===== src/rtl/nvm_pkg.sv =====
package nvm_pkg;
  typedef enum logic [1:0] {
    MODE_ATOMIC = 2'b00,
    MODE_ERASE  = 2'b01,
    MODE_WRITE  = 2'b10,
    MODE_RSVD   = 2'b11
  } nvm_mode_e;

  localparam logic [1:0] SEL_CTRL = 2'd0;
  localparam logic [1:0] SEL_DATA = 2'd1;
  localparam logic [1:0] SEL_ALO  = 2'd2;
  localparam logic [1:0] SEL_AHI  = 2'd3;

  localparam int CB_RD   = 0;
  localparam int CB_PROG = 1;
  localparam int CB_ARM  = 2;
  localparam int CB_IRQ  = 3;
  localparam int CB_MODE = 4;
endpackage


===== src/rtl/nvm_arm_window.sv =====
module nvm_arm_window #(
  parameter int WIN = 4
) (
  input  logic clk,
  input  logic rst,
  input  logic set_i,
  output logic armed_o
);
  localparam int AW = $clog2(WIN + 1);

  logic [AW-1:0] left_q;
  logic          armed_q;

  always_ff @(posedge clk) begin
    if (rst) begin
      armed_q <= 1'b0;
      left_q  <= '0;
    end else if (set_i) begin
      armed_q <= 1'b1;
      left_q  <= AW'(WIN - 1);
    end else if (armed_q) begin
      if (left_q == '0) armed_q <= 1'b0;
      else              left_q  <= left_q - 1'b1;
    end
  end

  assign armed_o = armed_q;
endmodule


===== src/rtl/nvm_prog_timer.sv =====
module nvm_prog_timer #(
  parameter int T_ATOMIC = 27200,
  parameter int T_SPLIT  = 14400
) (
  input  logic                clk,
  input  logic                start_i,
  input  nvm_pkg::nvm_mode_e  mode_i,
  output logic                busy_o,
  output logic                done_o,
  output logic                erase_o,
  output logic                program_o
);
  import nvm_pkg::*;

  localparam int T_MAX = (T_ATOMIC > T_SPLIT) ? T_ATOMIC : T_SPLIT;
  localparam int CW    = $clog2(T_MAX + 1);

  // No reset: an operation under way must survive a reset pulse.
  logic [CW-1:0] left_q  = '0;
  logic          busy_q  = 1'b0;
  logic          done_q  = 1'b0;
  logic          erase_q = 1'b0;
  logic          prog_q  = 1'b0;

  logic [CW-1:0] load_val;
  assign load_val = (mode_i == MODE_ATOMIC) ? CW'(T_ATOMIC - 1) : CW'(T_SPLIT - 1);

  always_ff @(posedge clk) begin
    done_q <= 1'b0;
    if (start_i) begin
      busy_q  <= 1'b1;
      left_q  <= load_val;
      erase_q <= (mode_i != MODE_WRITE);
      prog_q  <= (mode_i != MODE_ERASE);
    end else if (busy_q) begin
      if (left_q == '0) begin
        busy_q <= 1'b0;
        done_q <= 1'b1;
      end else begin
        left_q <= left_q - 1'b1;
      end
    end
  end

  assign busy_o    = busy_q;
  assign done_o    = done_q;
  assign erase_o   = erase_q;
  assign program_o = prog_q;
endmodule


===== src/rtl/nvm_stall_gen.sv =====
module nvm_stall_gen #(
  parameter int RD_N = 4,
  parameter int WR_N = 2
) (
  input  logic clk,
  input  logic rst,
  input  logic rd_i,
  input  logic wr_i,
  output logic stall_o
);
  localparam int NMAX = (RD_N > WR_N) ? RD_N : WR_N;
  localparam int SW   = $clog2(NMAX + 1);

  logic [SW-1:0] cnt_q;

  always_ff @(posedge clk) begin
    if (rst)               cnt_q <= '0;
    else if (rd_i)         cnt_q <= SW'(RD_N);
    else if (wr_i)         cnt_q <= SW'(WR_N);
    else if (cnt_q != '0)  cnt_q <= cnt_q - 1'b1;
  end

  assign stall_o = (cnt_q != '0);
endmodule


===== src/rtl/nvm_ctrl.sv =====
module nvm_ctrl #(
  parameter int ADDR_W   = 9,
  parameter int ARM_WIN  = 4,
  parameter int T_ATOMIC = 27200,
  parameter int T_SPLIT  = 14400,
  parameter int RD_STALL = 4,
  parameter int WR_STALL = 2
) (
  input  logic              clk,
  input  logic              rst,
  input  logic              reg_we,
  input  logic [1:0]        reg_sel,
  input  logic [7:0]        reg_wdata,
  output logic [7:0]        ctrl_q,
  output logic [7:0]        data_q,
  output logic [ADDR_W-1:0] addr_q,
  output logic [ADDR_W-1:0] arr_addr,
  input  logic [7:0]        arr_rdata,
  output logic [7:0]        arr_wdata,
  output logic              arr_cmd_valid,
  output logic              arr_cmd_erase,
  output logic              arr_cmd_program,
  output logic              stall,
  output logic              ready_irq
);
  import nvm_pkg::*;

  localparam int HI_W = (ADDR_W > 8) ? ADDR_W - 8 : 1;

  logic      ctrl_we, armed, busy, done, hold;
  logic      start, rd_go;
  nvm_mode_e wr_mode, mode_q;
  logic      irq_en_q;

  logic [ADDR_W-1:0] op_addr_q = '0;
  logic [7:0]        op_data_q = '0;

  assign ctrl_we = reg_we && (reg_sel == SEL_CTRL);
  assign wr_mode = nvm_mode_e'(reg_wdata[CB_MODE +: 2]);
  assign hold    = busy || done;
  assign start   = ctrl_we && reg_wdata[CB_PROG] && armed && !busy
                   && (wr_mode != MODE_RSVD) && !rst;
  assign rd_go   = ctrl_we && reg_wdata[CB_RD] && !hold && !rst;

  nvm_arm_window #(.WIN(ARM_WIN)) u_arm (
    .clk     (clk),
    .rst     (rst),
    .set_i   (ctrl_we && reg_wdata[CB_ARM]),
    .armed_o (armed)
  );

  nvm_prog_timer #(.T_ATOMIC(T_ATOMIC), .T_SPLIT(T_SPLIT)) u_tmr (
    .clk       (clk),
    .start_i   (start),
    .mode_i    (wr_mode),
    .busy_o    (busy),
    .done_o    (done),
    .erase_o   (arr_cmd_erase),
    .program_o (arr_cmd_program)
  );

  nvm_stall_gen #(.RD_N(RD_STALL), .WR_N(WR_STALL)) u_stall (
    .clk     (clk),
    .rst     (rst),
    .rd_i    (rd_go),
    .wr_i    (start),
    .stall_o (stall)
  );

  // Control fields
  always_ff @(posedge clk) begin
    if (rst) begin
      irq_en_q <= 1'b0;
      if (!busy) mode_q <= MODE_ATOMIC;
    end else if (ctrl_we) begin
      irq_en_q <= reg_wdata[CB_IRQ];
      if (!busy) mode_q <= wr_mode;
    end
  end

  // Data register
  always_ff @(posedge clk) begin
    if (rst)                                 data_q <= '0;
    else if (rd_go)                          data_q <= arr_rdata;
    else if (reg_we && reg_sel == SEL_DATA)  data_q <= reg_wdata;
  end

  // Address register, split by width
  generate
    if (ADDR_W > 8) begin : g_addr_wide
      always_ff @(posedge clk) begin
        if (rst) addr_q <= '0;
        else if (reg_we && !busy && reg_sel == SEL_ALO) addr_q[7:0] <= reg_wdata;
        else if (reg_we && !busy && reg_sel == SEL_AHI) addr_q[ADDR_W-1:8] <= reg_wdata[HI_W-1:0];
      end
    end else begin : g_addr_narrow
      always_ff @(posedge clk) begin
        if (rst) addr_q <= '0;
        else if (reg_we && !busy && reg_sel == SEL_ALO) addr_q <= reg_wdata[ADDR_W-1:0];
      end
    end
  endgenerate

  // Operation capture (kept through reset)
  always_ff @(posedge clk) begin
    if (start) begin
      op_addr_q <= addr_q;
      op_data_q <= data_q;
    end
  end

  assign arr_addr      = hold ? op_addr_q : addr_q;
  assign arr_wdata     = op_data_q;
  assign arr_cmd_valid = done;
  assign ready_irq     = irq_en_q && !busy;
  assign ctrl_q        = {2'b00, mode_q, irq_en_q, armed, busy, 1'b0};
endmodule


===== config.mk =====
export PLATFORM = sky130hd
export DESIGN_NAME = nvm_ctrl
export DESIGN_NICKNAME = d
export VERILOG_FILES = /design/src/rtl/nvm_pkg.sv /design/src/rtl/nvm_arm_window.sv /design/src/rtl/nvm_prog_timer.sv /design/src/rtl/nvm_stall_gen.sv /design/src/rtl/nvm_ctrl.sv
export SDC_FILE = /design/constraint.sdc
export NUM_CORES = 1
export LEC_CHECK = 0
export ABC_AREA = 1
export BUFFER_PORTS_ARGS = -buffer_cell sky130_fd_sc_hd__buf_2
export CORE_AREA = 2 2 95 97
export DETAILED_ROUTE_END_ITERATION = 16
export DIE_AREA = 0 0 97 99
export PLACE_DENSITY = 0.54
export SETUP_SLACK_MARGIN = 0.05
export SYNTH_ARGS = -nofsm -noshare
export SYNTH_HDL_FRONTEND = slang
export SYNTH_SLANG_ARGS = --single-unit

===== constraint.sdc =====
create_clock -name clk -period 2.84 [get_ports clk]
set_clock_uncertainty 0.15 [all_clocks]
set_input_delay 0.284 -clock clk [delete_from_list [all_inputs] [get_ports clk]]
set_output_delay 0.284 -clock clk [all_outputs]
set_load 0.01 [all_outputs]

[Yosys cells after proc, flatten, opt, wreduce, memory -nomap -nowiden]
Cells that the tools add are included.
Operators by class
  add/sub/neg operators: 3
  reductions and logical operators: 39
  equality and inequality tests: 8
  bitwise operators: 3
  mux-type cells: 23
Operators by type and width (count)
  15-bit two-way mux: 4
  8-bit two-way mux: 2
  1-bit logical AND: 15
  15-bit zero test: 1
  15-bit by 1-bit subtractor with 15-bit output (second input constant): 1
  2-bit two-way mux: 7
  2-bit AND reduction: 5
  2-bit nonzero test: 5
  3-bit two-way mux: 3
  9-bit two-way mux: 1
  1-bit two-way mux: 6
  2-bit != test (second input constant): 3
  3-bit nonzero test: 2
  2-bit OR reduction: 3
  3-bit by 1-bit subtractor with 3-bit output (second input constant): 2
  2-bit equality test (second input constant): 2
  2-bit zero test: 2
  2-bit by 1-bit != test with 1-bit output (second input constant): 2
  1-bit zero test: 3
  3-bit zero test: 1
  1-bit inverter: 3
  3-bit OR reduction: 1
  2-bit by 1-bit equality test with 1-bit output (second input constant): 1
  1-bit logical OR: 1
Storage, ports and cells
  word-level logic and storage cells: 94
  input port bits: 21
  flip-flop bits (word level): 63
  output and inout bits: 47

[Logic depth before layout (Yosys ltp)]
Gate-level depths: netlist of run 1.
  depth in word-level cells: 9
  gate-level depth with buffers: 10
  depth with buffers taken out: 10

[Cells and area by module]
From an unflattened synthesis of run 1, not the netlist that was laid out.
Unflattened totals
  cells, all modules: 353
  area total of the unflattened synthesis: 3109.2 µm²
Modules (own cells, without submodules)
  nvm_ctrl: sequential area each 930.9 µm², area each 1677.9 µm², cells an instance 181, instances 1
  nvm_prog_timer: sequential area each 550.5 µm², area each 1087.3 µm², cells an instance 123, instances 1
  nvm_arm_window: sequential area each 80.1 µm², area each 215.2 µm², cells an instance 30, instances 1
  nvm_stall_gen: sequential area each 60.1 µm², area each 128.9 µm², cells an instance 19, instances 1

[Worst setup path after synthesis of run 1]
OpenSTA, ideal clock, no wires.
  path kind: flip-flop to flip-flop
  start: register u_tmr.busy_q, in the netlist u_tmr.busy_o
  end: register u_tmr.left_q[0] (enable)
  path buffers: 1
  slack: 0.598 ns
  period minus slack after synthesis: 2.242 ns
  setup time: 0.366 ns
  required time: 2.324 ns
  stages on the path, launching flop included: 9
  data arrival time: 1.726 ns
  cell sequence: dfxtp_1 inv_1 nand3_1 nor2_1 nand2_2 nor2_4 inv_2 buf_6 nand2_1
On the way
  word-level cells in the longest chain between the ends: 6
  elaborated cells between the ends (all ways): 7
  classes of those cells: 1 x eq/ne; 6 x reduce/logical
Ends and longest elaborated chain
  start, declared: line nvm_prog_timer.sv:20  | logic busy_q = 1'b0;
  start signal, assigned: line nvm_prog_timer.sv:31  | busy_q <= 1'b1;
  start signal, assigned: line nvm_prog_timer.sv:37  | busy_q <= 1'b0;
  1-bit zero test (*): line nvm_ctrl.sv:41  | assign start = ctrl_we && reg_wdata[CB_PROG] && armed && !busy
  1-bit logical AND (*): line nvm_ctrl.sv:41
  1-bit logical AND (*) (2 in a row): line nvm_ctrl.sv:42  | && (wr_mode != MODE_RSVD) && !rst;
  net start: line nvm_ctrl.sv:31  | logic start, rd_go;
  2-bit != test (no line) / 2-bit nonzero test (equally long branches)
  2-bit AND reduction (no line) (*)
  end signal, assigned: line nvm_prog_timer.sv:32  | left_q <= load_val;
  end signal, assigned: line nvm_prog_timer.sv:40  | left_q <= left_q - 1'b1;
  end, declared: line nvm_prog_timer.sv:19  | logic [CW-1:0] left_q = '0;
Mark *: on every way through the listed nets, which the timed path passes. The rest lies on a longest branch.
A chain may end at the register's enable or synchronous reset.

[Final worst setup path of run 1]
Same ends and word-level chain as after synthesis.

==> impl_results.rst, run 1 <==
.. list-table::
   :header-rows: 1

   * - Metric
     - Value
   * - Status
     - completed
   * - Die Outline Area
     - 9600 sq um
   * - Placer's final routability congestion estimate
     - 0.885
   * - Placeable core area
     - 8550 sq um
   * - Fraction of the yosys area taken by sequential cells
     - 0.551
   * - Number of setup buffers added after CTS
     - 0
   * - Total of hold buffers inserted after clock tree synthesis
     - 0
   * - Die outline width
     - 97 um
   * - Initial DRT Pass Iterations
     - 4
   * - Avg Synthesized Cell Area
     - 8.41 sq um
   * - Post-DP HPWL
     - 5.12 mm
   * - Worst hold slack across all endpoints
     - 53.1 ps
   * - Area share of the largest cell type after synthesis
     - 0.367
   * - Measured slew at the worst slew-check pin
     - 668 ps
   * - End of the worst hold path
     - u_arm.left_q[2]$_SDFFE_PP0P_
   * - Synth Cell Area
     - 2940 sq um
   * - Clock tree from TritonCTS
     - built
   * - Worst-path cell with the longest stage delay
     - sky130_fd_sc_hd__dfxtp_1
   * - Pin count of the biggest net entering global routing
     - 23
   * - Insertion delay of the later-clocked pin in the worst-skew pair
     - 340 ps
   * - Io pins
     - 68
   * - Final setup fails
     - 0
   * - First-iteration detailed-routing DRC count
     - 122
   * - Critical path fanouts, max
     - 17
   * - Remaining design rule violation count
     - 0
   * - Critical Path Source Type
     - flop
   * - Clk slew on worst S/H paths
     - 70 ps
   * - Endpoints failing hold
     - 0
   * - Number of max-cap violations
     - 0
   * - Height of the die
     - 99 um
   * - Routed wire length
     - 7.12 mm
   * - Fraction of synthesis flops using an asynchronous set or reset pin
     - 0
   * - H-tree levels
     - 3
   * - CTS resizes
     - 0
   * - Via count of the first global-routing pass
     - 2346
   * - Normalized max-slew margin
     - 0.554
   * - Most area-hungry cell type in the Yosys netlist
     - sky130_fd_sc_hd__edfxtp_1
   * - Total via count in the routed design
     - 2439
   * - Delay of the slowest cell on the worst path
     - 490 ps
   * - Ys flop type
     - sky130_fd_sc_hd__edfxtp_1
   * - Antenna diode instance count
     - 0
   * - Achievable clock frequency
     - 0.465 GHz
   * - Endpoint class of the critical path
     - flop
   * - Clock Sink Count
     - 63
   * - Crit-path cells
     - inv_1 -> nand3_1 -> nor2_1 -> nand2_2 -> nor2_4 -> inv_2 -> nand2_1
   * - Master cell of the clock root buffer
     - sky130_fd_sc_hd__clkbuf_8
   * - Hold Path Class
     - in -> reg
   * - Worst setup path class
     - reg -> reg
   * - Final ANT Viol Nets
     - 0
   * - Worst flop-to-flop path startpoint
     - u_tmr.busy_o$_SDFF_PP1_
   * - Destination of the worst register-to-register timing path
     - u_tmr.left_q[0]$_SDFFCE_PP1P_
   * - Global routing usage summed across all routing layers
     - 0.152
   * - Number of antenna violations at the first check in global routing
     - 0
   * - Leading cell types in the layout, fill and taps excluded
     - sky130_fd_sc_hd__nand2_1, sky130_fd_sc_hd__buf_2, sky130_fd_sc_hd__nor2_1
   * - # port buffers
     - 64
   * - Ratio of cells with drive above 1 in the final layout
     - 0.227
   * - Count of filler cells inserted in the layout
     - 850
   * - Number of buffers and inverters on the critical path
     - 2
   * - Net count, final
     - 442
   * - Launch instance of the worst min-delay path
     - reg_wdata[2]
   * - Worst endpoint data arrival time
     - 1930 ps
   * - CTS max path bufs
     - 2
   * - Leading post-synthesis cells by cell area
     - sky130_fd_sc_hd__edfxtp_1, sky130_fd_sc_hd__dfxtp_1, sky130_fd_sc_hd__nand2_1
   * - Period minus WS final
     - 2150 ps
   * - Global route overflow
     - 0
   * - EDFF count, synth
     - 36
   * - Synthesis-to-layout area growth
     - 20.5%
   * - Initial standard-cell utilization of the core
     - 0.344
   * - Share of the clock period used by the worst path
     - 0.757
   * - Average routed wire per standard cell
     - 13.4 um
   * - Required time worst endpoint
     - 2620 ps
   * - Number of distinct standard cells referenced by the synthesized netlist
     - 28
   * - Instance count of the mapped netlist
     - 350
   * - First-pass GRT wire length
     - 11.6 mm
   * - RSZ-0062 raised after global routing
     - false
   * - Register-to-Register Path Depth
     - 7
   * - Static leakage
     - 0.00169 uW
   * - Final Slew Violations
     - 0
   * - Cell class contributing the biggest share of worst-path delay
     - simple AND/OR/NAND/NOR gates
   * - Largest voltage drop on the vdd net
     - 0.248 mV
   * - Total power per unit cell area
     - 518 nW/um^2
   * - Post-route setup TNS
     - 0 ps
   * - Flops & latches, synth
     - 63
   * - Ys Warns
     - 0
   * - Row count
     - 34
   * - Worst hold path cell count
     - 2
   * - Via-to-Cell Ratio
     - 4.60
   * - Number of buffers inserted during clock tree synthesis
     - 9
   * - Most frequent standard cell in the layout excluding fill and tap cells
     - sky130_fd_sc_hd__nand2_1
   * - Setup slack, reg-to-reg
     - 690 ps
==> final cells by class <==
class                   instances  area (sq um)  area share
clock buffers                  12           188      0.0529
clock inverters                 4          23.8     0.00670
inverters                      40           150      0.0423
multi-input cells             238          1100       0.310
flip-flops and latches         63          1620       0.457
well taps                     108           135      0.0381
repair buffers                 65           328      0.0924
==> where the power goes <==
group | total [uW] | internal [uW] | switching [uW] | leakage (uW)
Combinational | 73.0 | 25.4 | 47.6 | 0.000998
Sequential | 966 | 962 | 4.34 | 0.000583
Clock | 798 | 444 | 354 | 0.000112
==> layer usage <==
layer / vias to the layer above / GRT usage / share of wire
li1: 1259 / - / -
met1: 1100 / 0.197 / 0.47
met2: 70 / 0.247 / 0.46
met3: 10 / 0.0426 / 0.056
met4: 0 / 0.0488 / 0.014
met5: - / 0 / 0
==> flip-flops by register name, summed over array words and instances (netlist names) <==
signal	cells
u_tmr.done_o	1
irq_en_q	1
addr_q	9
u_tmr.left_q	15
u_arm.armed_o	1
u_tmr.busy_o	1
u_tmr.program_o	1
mode_q	2
data_q	8
u_stall.cnt_q	3
u_arm.left_q	3
op_addr_q	9
arr_wdata	8
u_tmr.erase_o	1
==> logic make-up (layout without fill, tap and decap cells) <==
| kind of cell | after synthesis | after routing | synth area share |
|---|---|---|---|
| DFF | 63 | 63 | 0.551 |
| other | 1 | 3 | 0.00127 |
| AOI/OAI and AO/OA | 40 | 40 | 0.0689 |
| buffers and inverters | 51 | 121 | 0.0778 |
| xor gates and xnor gates | 2 | 2 | 0.00595 |
| and+or+nand+nor | 189 | 189 | 0.278 |
| adders and majority gates | 4 | 4 | 0.0170 |
==> cells in the mapped netlist (4+ instances only) <==
library cell / number
sky130_fd_sc_hd__nand2_1: 92
sky130_fd_sc_hd__nor2_1: 52
sky130_fd_sc_hd__edfxtp_1: 36
sky130_fd_sc_hd__inv_1: 35
sky130_fd_sc_hd__dfxtp_1: 27
sky130_fd_sc_hd__nand3_1: 26
sky130_fd_sc_hd__o21ai_0: 20
sky130_fd_sc_hd__a21oi_1: 18
sky130_fd_sc_hd__buf_4: 6
sky130_fd_sc_hd__nand3b_1: 5
sky130_fd_sc_hd__ha_1: 4
sky130_fd_sc_hd__inv_2: 4
==> through the flow <==
| stage | utilization | power, uW | cells | instance area (sq um) | worst slack (ps) |
|---|---|---|---|---|---|
| after floorplan | - | 1030 | 352 | 2950 | 598 |
| after CTS | 0.415 | 1850 | 530 | 3550 | 624 |
| after detailed placement | 0.390 | 1060 | 514 | 3330 | 621 |
| after global routing | 0.415 | 1900 | 530 | 3550 | 445 |
| final | 0.415 | 1840 | 530 | 3550 | 690 |
| after global placement | 0.390 | 1060 | 514 | 3330 | 682 |
==> worst max path at each step <==
stage,from,to,slack (ps),depth (start not counted)
6_report,u_tmr.busy_o$_SDFF_PP1_,u_tmr.left_q[0]$_SDFFCE_PP1P_,690,7
5_1_grt,u_tmr.busy_o$_SDFF_PP1_,u_tmr.left_q[9]$_DFFE_PP_,450,7
4_1_cts,u_tmr.busy_o$_SDFF_PP1_,u_tmr.left_q[9]$_DFFE_PP_,620,7
3_5_place_dp,reg_sel[1],u_tmr.left_q[6]$_SDFFCE_PP0P_,620,8
3_3_place_gp,reg_sel[1],u_tmr.left_q[7]$_SDFFCE_PP0P_,680,8
2_1_floorplan,u_tmr.busy_o$_SDFF_PP1_,u_tmr.left_q[0]$_SDFFCE_PP1P_,600,8
==> worst register-to-register path, stage by stage (launching register included) <==
cell                      delay (ps)
sky130_fd_sc_hd__dfxtp_1         490
sky130_fd_sc_hd__inv_1           120
sky130_fd_sc_hd__nand3_1          90
sky130_fd_sc_hd__nor2_1           50
sky130_fd_sc_hd__nand2_2         100
sky130_fd_sc_hd__nor2_4           40
sky130_fd_sc_hd__inv_2           230
sky130_fd_sc_hd__nand2_1         470
Note: power is estimated with default switching activity, not from simulation.
==> run 2, diff against run 1 <==
==> constraint.sdc (replaced) <==
create_clock -name clk -period 2.21 [get_ports clk]
set_clock_uncertainty 0.15 [all_clocks]
set_input_delay 0.221 -clock clk [delete_from_list [all_inputs] [get_ports clk]]
set_output_delay 0.221 -clock clk [all_outputs]
set_load 0.01 [all_outputs]
==> run 2 against run 1 <==
Against the previous run:
- first-iteration DRC count grew 4.9%
- worst setup slack worse by 370 ps
- clock power up 53%
- total power grew 39%
- wire length shrank 1.2%
- maximum frequency grew 14%
- die area unchanged
- hold slack got worse by 33 ps
- sequential power is 28% higher
- critical endpoint is now u_tmr.left_q[6]$_SDFFCE_PP0P_
- largest cell class unchanged
- largest power group unchanged
==> impl_results.rst, run 2 (synthesis results as in run 1) <==
.. list-table::
   :header-rows: 1

   * - Metric
     - Value
   * - Launch instance of the worst min-delay path
     - arr_rdata[0] (was reg_wdata[2])
   * - Placer's final routability congestion estimate
     - 0.874 (was 0.885)
   * - Largest register FFs
     - 15 (unchanged)
   * - Antenna diode instance count
     - 0 (unchanged)
   * - Final Slew Violations
     - 0 (unchanged)
   * - RSZ-0062 raised after global routing
     - false (unchanged)
   * - Placeable core area
     - 8550 sq um (unchanged)
   * - Die outline width
     - 97 um (unchanged)
   * - # port buffers
     - 64 (unchanged)
   * - Via-to-Cell Ratio
     - 4.54 (was 4.60)
   * - Clk slew on worst S/H paths
     - 70 ps (about the same)
   * - Number of max-cap violations
     - 0 (unchanged)
   * - Final setup fails
     - 0 (unchanged)
   * - Post-DP HPWL
     - 5.20 mm (was 5.12 mm)
   * - Pre-CTS worst setup slack
     - 334 ps (was 621 ps)
   * - First-iteration detailed-routing DRC count
     - 128 (was 122)
   * - Largest voltage drop on the vdd net
     - 0.304 mV (was 0.248 mV)
   * - Register-to-Register Path Depth
     - 9 (was 7)
   * - Destination of the worst register-to-register timing path
     - u_tmr.left_q[6]$_SDFFCE_PP0P_ (was u_tmr.left_q[0]$_SDFFCE_PP1P_)
   * - Hold Path Class
     - in -> reg (unchanged)
   * - Initial standard-cell utilization of the core
     - 0.344 (unchanged)
   * - Synthesis-to-layout area growth
     - 23.2% (was 20.5%)
   * - Total via count in the routed design
     - 2430 (was 2439)
   * - Row count
     - 34 (unchanged)
   * - CTS max path bufs
     - 2 (unchanged)
   * - Post-route setup TNS
     - 0 ps (unchanged)
   * - Net count, final
     - 447 (was 442)
   * - Height of the die
     - 99 um (unchanged)
   * - Most frequent standard cell in the layout excluding fill and tap cells
     - sky130_fd_sc_hd__nand2_1 (unchanged)
   * - Master cell of the clock root buffer
     - sky130_fd_sc_hd__clkbuf_8 (unchanged)
   * - Worst setup path class
     - reg -> reg (unchanged)
   * - Total power per unit cell area
     - 707 nW/um^2 (was 518 nW/um^2)
   * - Achievable clock frequency
     - 0.530 GHz (was 0.465 GHz)
   * - Share of the clock period used by the worst path
     - 0.854 (was 0.757)
   * - Global route overflow
     - 0 (unchanged)
   * - Worst flop-to-flop path startpoint
     - u_tmr.left_q[0]$_SDFFCE_PP1P_ (was u_tmr.busy_o$_SDFF_PP1_)
   * - Count of filler cells inserted in the layout
     - 862 (was 850)
   * - Critical Path Source Type
     - flop (unchanged)
   * - Clock Sink Count
     - 63 (unchanged)
   * - Biggest registers after layout
     - u_tmr.left_q (15), addr_q (9), op_addr_q (9) (unchanged)
   * - Number of antenna violations at the first check in global routing
     - 0 (unchanged)
   * - Number of buffers inserted during clock tree synthesis
     - 9 (unchanged)
   * - Final ANT Viol Nets
     - 0 (unchanged)
   * - Setup slack, reg-to-reg
     - 320 ps (was 690 ps)
   * - Endpoint class of the critical path
     - flop (unchanged)
   * - First-pass GRT wire length
     - 11.6 mm (about the same)
   * - Number of setup buffers added after CTS
     - 0 (unchanged)
   * - Routed wire length
     - 7.04 mm (was 7.12 mm)
   * - H-tree levels
     - 3 (unchanged)
   * - Leading cell types in the layout, fill and taps excluded
     - sky130_fd_sc_hd__nand2_1, sky130_fd_sc_hd__buf_2, sky130_fd_sc_hd__nor2_1 (unchanged)
   * - Period minus WS final
     - 1890 ps (was 2150 ps)
   * - Final worst slack
     - 323 ps (was 690 ps)
   * - Ratio of cells with drive above 1 in the final layout
     - 0.237 (was 0.227)
   * - Global routing usage summed across all routing layers
     - 0.153 (was 0.152)
   * - Remaining design rule violation count
     - 0 (unchanged)
   * - Endpoint of the most critical setup path
     - u_tmr.left_q[6]$_SDFFCE_PP0P_ (was u_tmr.left_q[0]$_SDFFCE_PP1P_)
   * - Die Outline Area
     - 9600 sq um (unchanged)
   * - Static leakage
     - 0.00173 uW (was 0.00169 uW)
   * - Average routed wire per standard cell
     - 13.1 um (was 13.4 um)
   * - Status
     - completed (unchanged)
   * - Insertion delay of the later-clocked pin in the worst-skew pair
     - 330 ps (was 340 ps)
   * - Via count of the first global-routing pass
     - 2369 (was 2346)
   * - Endpoints failing hold
     - 0 (unchanged)
   * - Largest register by flop count
     - u_tmr.left_q (unchanged)
   * - Clock tree from TritonCTS
     - built (unchanged)
   * - Pin count of the biggest net entering global routing
     - 23 (unchanged)
   * - Worst endpoint data arrival time
     - 1820 ps (was 1930 ps)
   * - Io pins
     - 68 (unchanged)
   * - Critical path fanouts, max
     - 4 (was 17)
   * - Required time worst endpoint
     - 2150 ps (was 2620 ps)
   * - Setup crit start
     - u_tmr.left_q[0]$_SDFFCE_PP1P_ (was u_tmr.busy_o$_SDFF_PP1_)
   * - Initial DRT Pass Iterations
     - 4 (unchanged)
## run 2: repair_timing
action                                  4_1_cts  5_1_grt
endpoints found under the setup margin        0        7
resized for setup                             0        1
hold endpoints to repair                      2        0
hold buffers                                  2        0
## run 2: worst min-delay path by stage
stage	end	depth (start not counted)
3_3_place_gp	arr_wdata[7]$_DFFE_PP_	0
4_1_cts	data_q[0]$_SDFFE_PP0P_	3
2_1_floorplan	data_q[1]$_SDFFE_PP0P_	1
3_5_place_dp	arr_wdata[6]$_DFFE_PP_	0
6_report	data_q[0]$_SDFFE_PP0P_	3
5_1_grt	data_q[0]$_SDFFE_PP0P_	3
## run 2: final cells by class
class	count	area, sq um	share of cell area
Sequential cell	63	1620	0.447
Multi-Input combinational cell	238	1100	0.305
Timing Repair Buffer	70	370	0.102
Inverter	40	150	0.0414
Clock buffer	10	138	0.0380
Tap cell	108	135	0.0373
Clock inverter	6	106	0.0293
## run 2: through the flow
stage          power [uW]  utilization  hold slack (ps)  instance area (sq um)  cells
6_report             2560        0.424             19.8                   3630    535
5_1_grt              2660        0.424             23.4                   3630    535
4_1_cts              2600        0.424             1.92                   3620    535
3_5_place_dp         1360        0.393              294                   3360    517
3_3_place_gp         1360        0.393              291                   3360    517
2_1_floorplan        1320            -              140                   2950    352
## run 2: report_power, final
group	switching (uW)	internal [uW]	leakage [uW]
registers	5.42	1240	0.000583
logic	60.5	36.7	0.00102
clock network	447	777	0.000127
total	513	2050	0.00173
## run 2: worst max-delay path, cell delays in order (launching register included)
cell	delay, ps
sky130_fd_sc_hd__edfxtp_1	390
sky130_fd_sc_hd__inv_1	130
sky130_fd_sc_hd__ha_1	230
sky130_fd_sc_hd__nand3_1	160
sky130_fd_sc_hd__nor2_1	190
sky130_fd_sc_hd__inv_1	100
sky130_fd_sc_hd__nand2_1	60
sky130_fd_sc_hd__inv_1	30
sky130_fd_sc_hd__o21ai_0	130
sky130_fd_sc_hd__inv_1	60
## run 2: routing by layer
metal,share of wire,global-route usage,wire length [um]
met3,0.060,0.0511,420
met2,0.44,0.229,3110
met1,0.48,0.204,3380
met5,0,0,0
met4,0.018,0.0607,126
==> run 3, diff against run 2 <==
--- a/config.mk
+++ b/config.mk
@@ -7,9 +7,9 @@
 export LEC_CHECK = 0
 export ABC_AREA = 1
 export BUFFER_PORTS_ARGS = -buffer_cell sky130_fd_sc_hd__buf_2
-export CORE_AREA = 2 2 95 97
+export CORE_AREA = 2 2 73 127
 export DETAILED_ROUTE_END_ITERATION = 16
-export DIE_AREA = 0 0 97 99
+export DIE_AREA = 0 0 75 129
 export PLACE_DENSITY = 0.54
 export SETUP_SLACK_MARGIN = 0.05
 export SYNTH_ARGS = -nofsm -noshare
==> run 3 against run 2 <==
Against the previous run:
- hold slack better by 8.1 ps
- global-route usage grew 0.39 points
- final cell count grew 1.5%
- sequential power barely moved
- total power rose by 8.8%
- first-iteration DRC count fell by 23%
- clock-buffer cell count increased by 1
- critical endpoint is now arr_addr[8]
- highest routed layer unchanged
==> impl_results.rst, run 3 (synthesis results as in run 1) <==
.. list-table::
   :header-rows: 1

   * - Metric
     - Value
   * - Clock tree from TritonCTS
     - built (unchanged)
   * - Hold Path Class
     - in -> reg (unchanged)
   * - RSZ-0062 raised after global routing
     - false (unchanged)
   * - Placeable core area
     - 8610 sq um (was 8550 sq um)
   * - Static leakage
     - 0.00175 uW (was 0.00173 uW)
   * - CTS resizes
     - 0 (unchanged)
   * - Switching pwr
     - 536 uW (was 513 uW)
   * - Biggest registers after layout
     - u_tmr.left_q (15), addr_q (9), op_addr_q (9) (unchanged)
   * - Routed wire length
     - 7.07 mm (was 7.04 mm)
   * - CTS max path bufs
     - 2 (unchanged)
   * - Average routed wire per standard cell
     - 13.0 um (was 13.1 um)
   * - Leading cell types in the layout, fill and taps excluded
     - sky130_fd_sc_hd__nand2_1, sky130_fd_sc_hd__buf_2, sky130_fd_sc_hd__nor2_1 (unchanged)
   * - Die Outline Area
     - 9680 sq um (was 9600 sq um)
   * - Endpoint class of the critical path
     - output pin (was flop)
   * - Die outline width
     - 75 um (was 97 um)
   * - Count of filler cells inserted in the layout
     - 905 (was 862)
   * - Logic pwr share
     - 0.034 (was 0.038)
   * - Status
     - completed (unchanged)
   * - Total instance count after detailed placement
     - 526 (was 517)
   * - Met1 usage in global routing
     - 0.165 (was 0.204)
   * - Ratio of cells with drive above 1 in the final layout
     - 0.225 (was 0.237)
   * - Number of setup buffers added after CTS
     - 0 (unchanged)
   * - Remaining design rule violation count
     - 0 (unchanged)
   * - Total via count in the routed design
     - 2475 (was 2430)
   * - Pin count of the biggest net entering global routing
     - 23 (unchanged)
   * - Most frequent standard cell in the layout excluding fill and tap cells
     - sky130_fd_sc_hd__nand2_1 (unchanged)
   * - Worst hold slack across all endpoints
     - 27.9 ps (was 19.8 ps)
   * - Grt met3 use
     - 0.0345 (was 0.0511)
   * - Via-to-Cell Ratio
     - 4.56 (was 4.54)
   * - Share of the clock period used by the worst path
     - 0.885 (was 0.854)
   * - Row count
     - 45 (was 34)
   * - Initial DRT Pass Iterations
     - 5 (was 4)
   * - Met2 GRT Util
     - 0.277 (was 0.229)
   * - Achievable clock frequency
     - 0.511 GHz (was 0.530 GHz)
   * - Clk slew on worst S/H paths
     - 50 ps (was 70 ps)
   * - First-iteration detailed-routing DRC count
     - 98 (was 128)
   * - Post-route setup TNS
     - 0 ps (unchanged)
   * - Worst endpoint data arrival time
     - 1580 ps (was 1820 ps)
   * - Io pins
     - 68 (unchanged)
   * - Insertion delay of the later-clocked pin in the worst-skew pair
     - 320 ps (was 330 ps)
   * - Share of power burned in the clock network
     - 0.519 (was 0.478)
   * - Global routing usage summed across all routing layers
     - 0.157 (was 0.153)
   * - Worst setup path class
     - reg -> out (was reg -> reg)
   * - Antenna diode instance count
     - 0 (unchanged)
   * - Global route hottest layer
     - met2 (unchanged)
   * - Number of buffers inserted during clock tree synthesis
     - 9 (unchanged)
   * - Largest register FFs
     - 15 (unchanged)
   * - Via count of the first global-routing pass
     - 2363 (was 2369)
   * - Synthesis-to-layout area growth
     - 25.3% (was 23.2%)
   * - Initial standard-cell utilization of the core
     - 0.342 (was 0.344)
   * - Period minus WS final
     - 1960 ps (was 1890 ps)
   * - Sequential power share
     - 0.446 (was 0.485)
   * - Largest register by flop count
     - u_tmr.left_q (unchanged)
   * - Master cell of the clock root buffer
     - sky130_fd_sc_hd__clkbuf_16 (was sky130_fd_sc_hd__clkbuf_8)
   * - Net count, final
     - 446 (was 447)
   * - Placer's final routability congestion estimate
     - 0.831 (was 0.874)
   * - Critical Path Source Type
     - flop (unchanged)
   * - Number of max-cap violations
     - 0 (unchanged)
   * - Number of antenna violations at the first check in global routing
     - 0 (unchanged)
   * - Final ANT Viol Nets
     - 0 (unchanged)
   * - Total power per unit cell area
     - 756 nW/um^2 (was 707 nW/um^2)
   * - Largest voltage drop on the vdd net
     - 0.526 mV (was 0.304 mV)
   * - Height of the die
     - 129 um (was 99 um)
   * - Final Slew Violations
     - 0 (unchanged)
   * - Sw Share
     - 0.192 (was 0.200)
   * - Global route overflow
     - 0 (unchanged)
   * - Power Total
     - 2790 uW (was 2560 uW)
   * - # port buffers
     - 64 (unchanged)
   * - H-tree levels
     - 3 (unchanged)
   * - End-of-flow core utilization
     - 0.428 (was 0.424)
   * - Endpoints failing hold
     - 0 (unchanged)
   * - Required time worst endpoint
     - 1840 ps (was 2150 ps)
   * - Critical path fanouts, max
     - 10 (was 4)
   * - Non-Filler Instances
     - 543 (was 535)
   * - Final setup fails
     - 0 (unchanged)
   * - Clock Sink Count
     - 63 (unchanged)
   * - First-pass GRT wire length
     - 11.3 mm (was 11.6 mm)
   * - Post-DP HPWL
     - 5.52 mm (was 5.20 mm)
   * - Cell internal pwr
     - 2250 uW (was 2050 uW)
==> run 3: changes by cell type in the layout (fill, tap and decap cells not counted), sizes merged <==
cell         delta
bufinv          -1
dlygate4sd3     -1
inv             -1
clkbuf          +1
clkinv          +1
==> run 3: metrics by stage <==
step	setup slack, ps	cell area [sq um]
finish	255	3690
global placement	358	3370
floorplan	113	2950
CTS	177	3690
global route	85.1	3690
detailed placement	306	3370
==> run 3: final cells by class <==
type / count / area [sq um] / share of cell area
multi-input combinational: 238 / 1100 / 0.299
inverter: 40 / 150 / 0.0407
clock buffer: 11 / 233 / 0.0631
sequential: 63 / 1620 / 0.440
timing repair buffer: 69 / 360 / 0.0978
tap: 117 / 146 / 0.0397
clock inverter: 5 / 72.6 / 0.0197
==> run 3: worst max-delay path, stage by stage (launching register included) <==
cell and delay [ps]:
sky130_fd_sc_hd__dfxtp_1 510, sky130_fd_sc_hd__inv_1 160, sky130_fd_sc_hd__nand2_1 280, sky130_fd_sc_hd__nand2_1 80, sky130_fd_sc_hd__o21ai_0 70, sky130_fd_sc_hd__buf_2 150
==> run 3: metal layers <==
| metal | routed length, um | vias up |
|---|---|---|
| met5 | 0 | - |
| met4 | 207 | 0 |
| met3 | 256 | 15 |
| met2 | 4030 | 47 |
| met1 | 2570 | 1143 |
| li1 | - | 1270 |
==> run 3: power by group through the flow <==
stage                     logic [uW]  registers, uW  clock network, uW
after floorplan                 50.3           1270                  0
after global placement          94.3           1270                  0
after detailed placement        95.0           1270                  0
after CTS                       96.8           1240               1480
after global routing             107           1240               1530
final                           95.5           1240               1450
==> run 3: worst paths after layout <==
check,from,depth (start not counted),slack (ps),to
worst max-delay path,u_tmr.busy_o$_SDFF_PP1_,5,250,arr_addr[8]
worst min-delay path,arr_rdata[0],3,30,data_q[0]$_SDFFE_PP0P_
worst max register to register,u_tmr.left_q[0]$_SDFFCE_PP1P_,9,300,u_tmr.left_q[6]$_SDFFCE_PP0P_
worst min register to register,data_q[7]$_SDFFE_PP0P_,0,310,arr_wdata[7]$_DFFE_PP_
==> run 3: what timing repair did <==
| item | in CTS | in global routing |
|---|---|---|
| hold buffers | 1 | 0 |
| setup endpoints to repair | 0 | 0 |
| hold endpoints to repair | 1 | 0 |
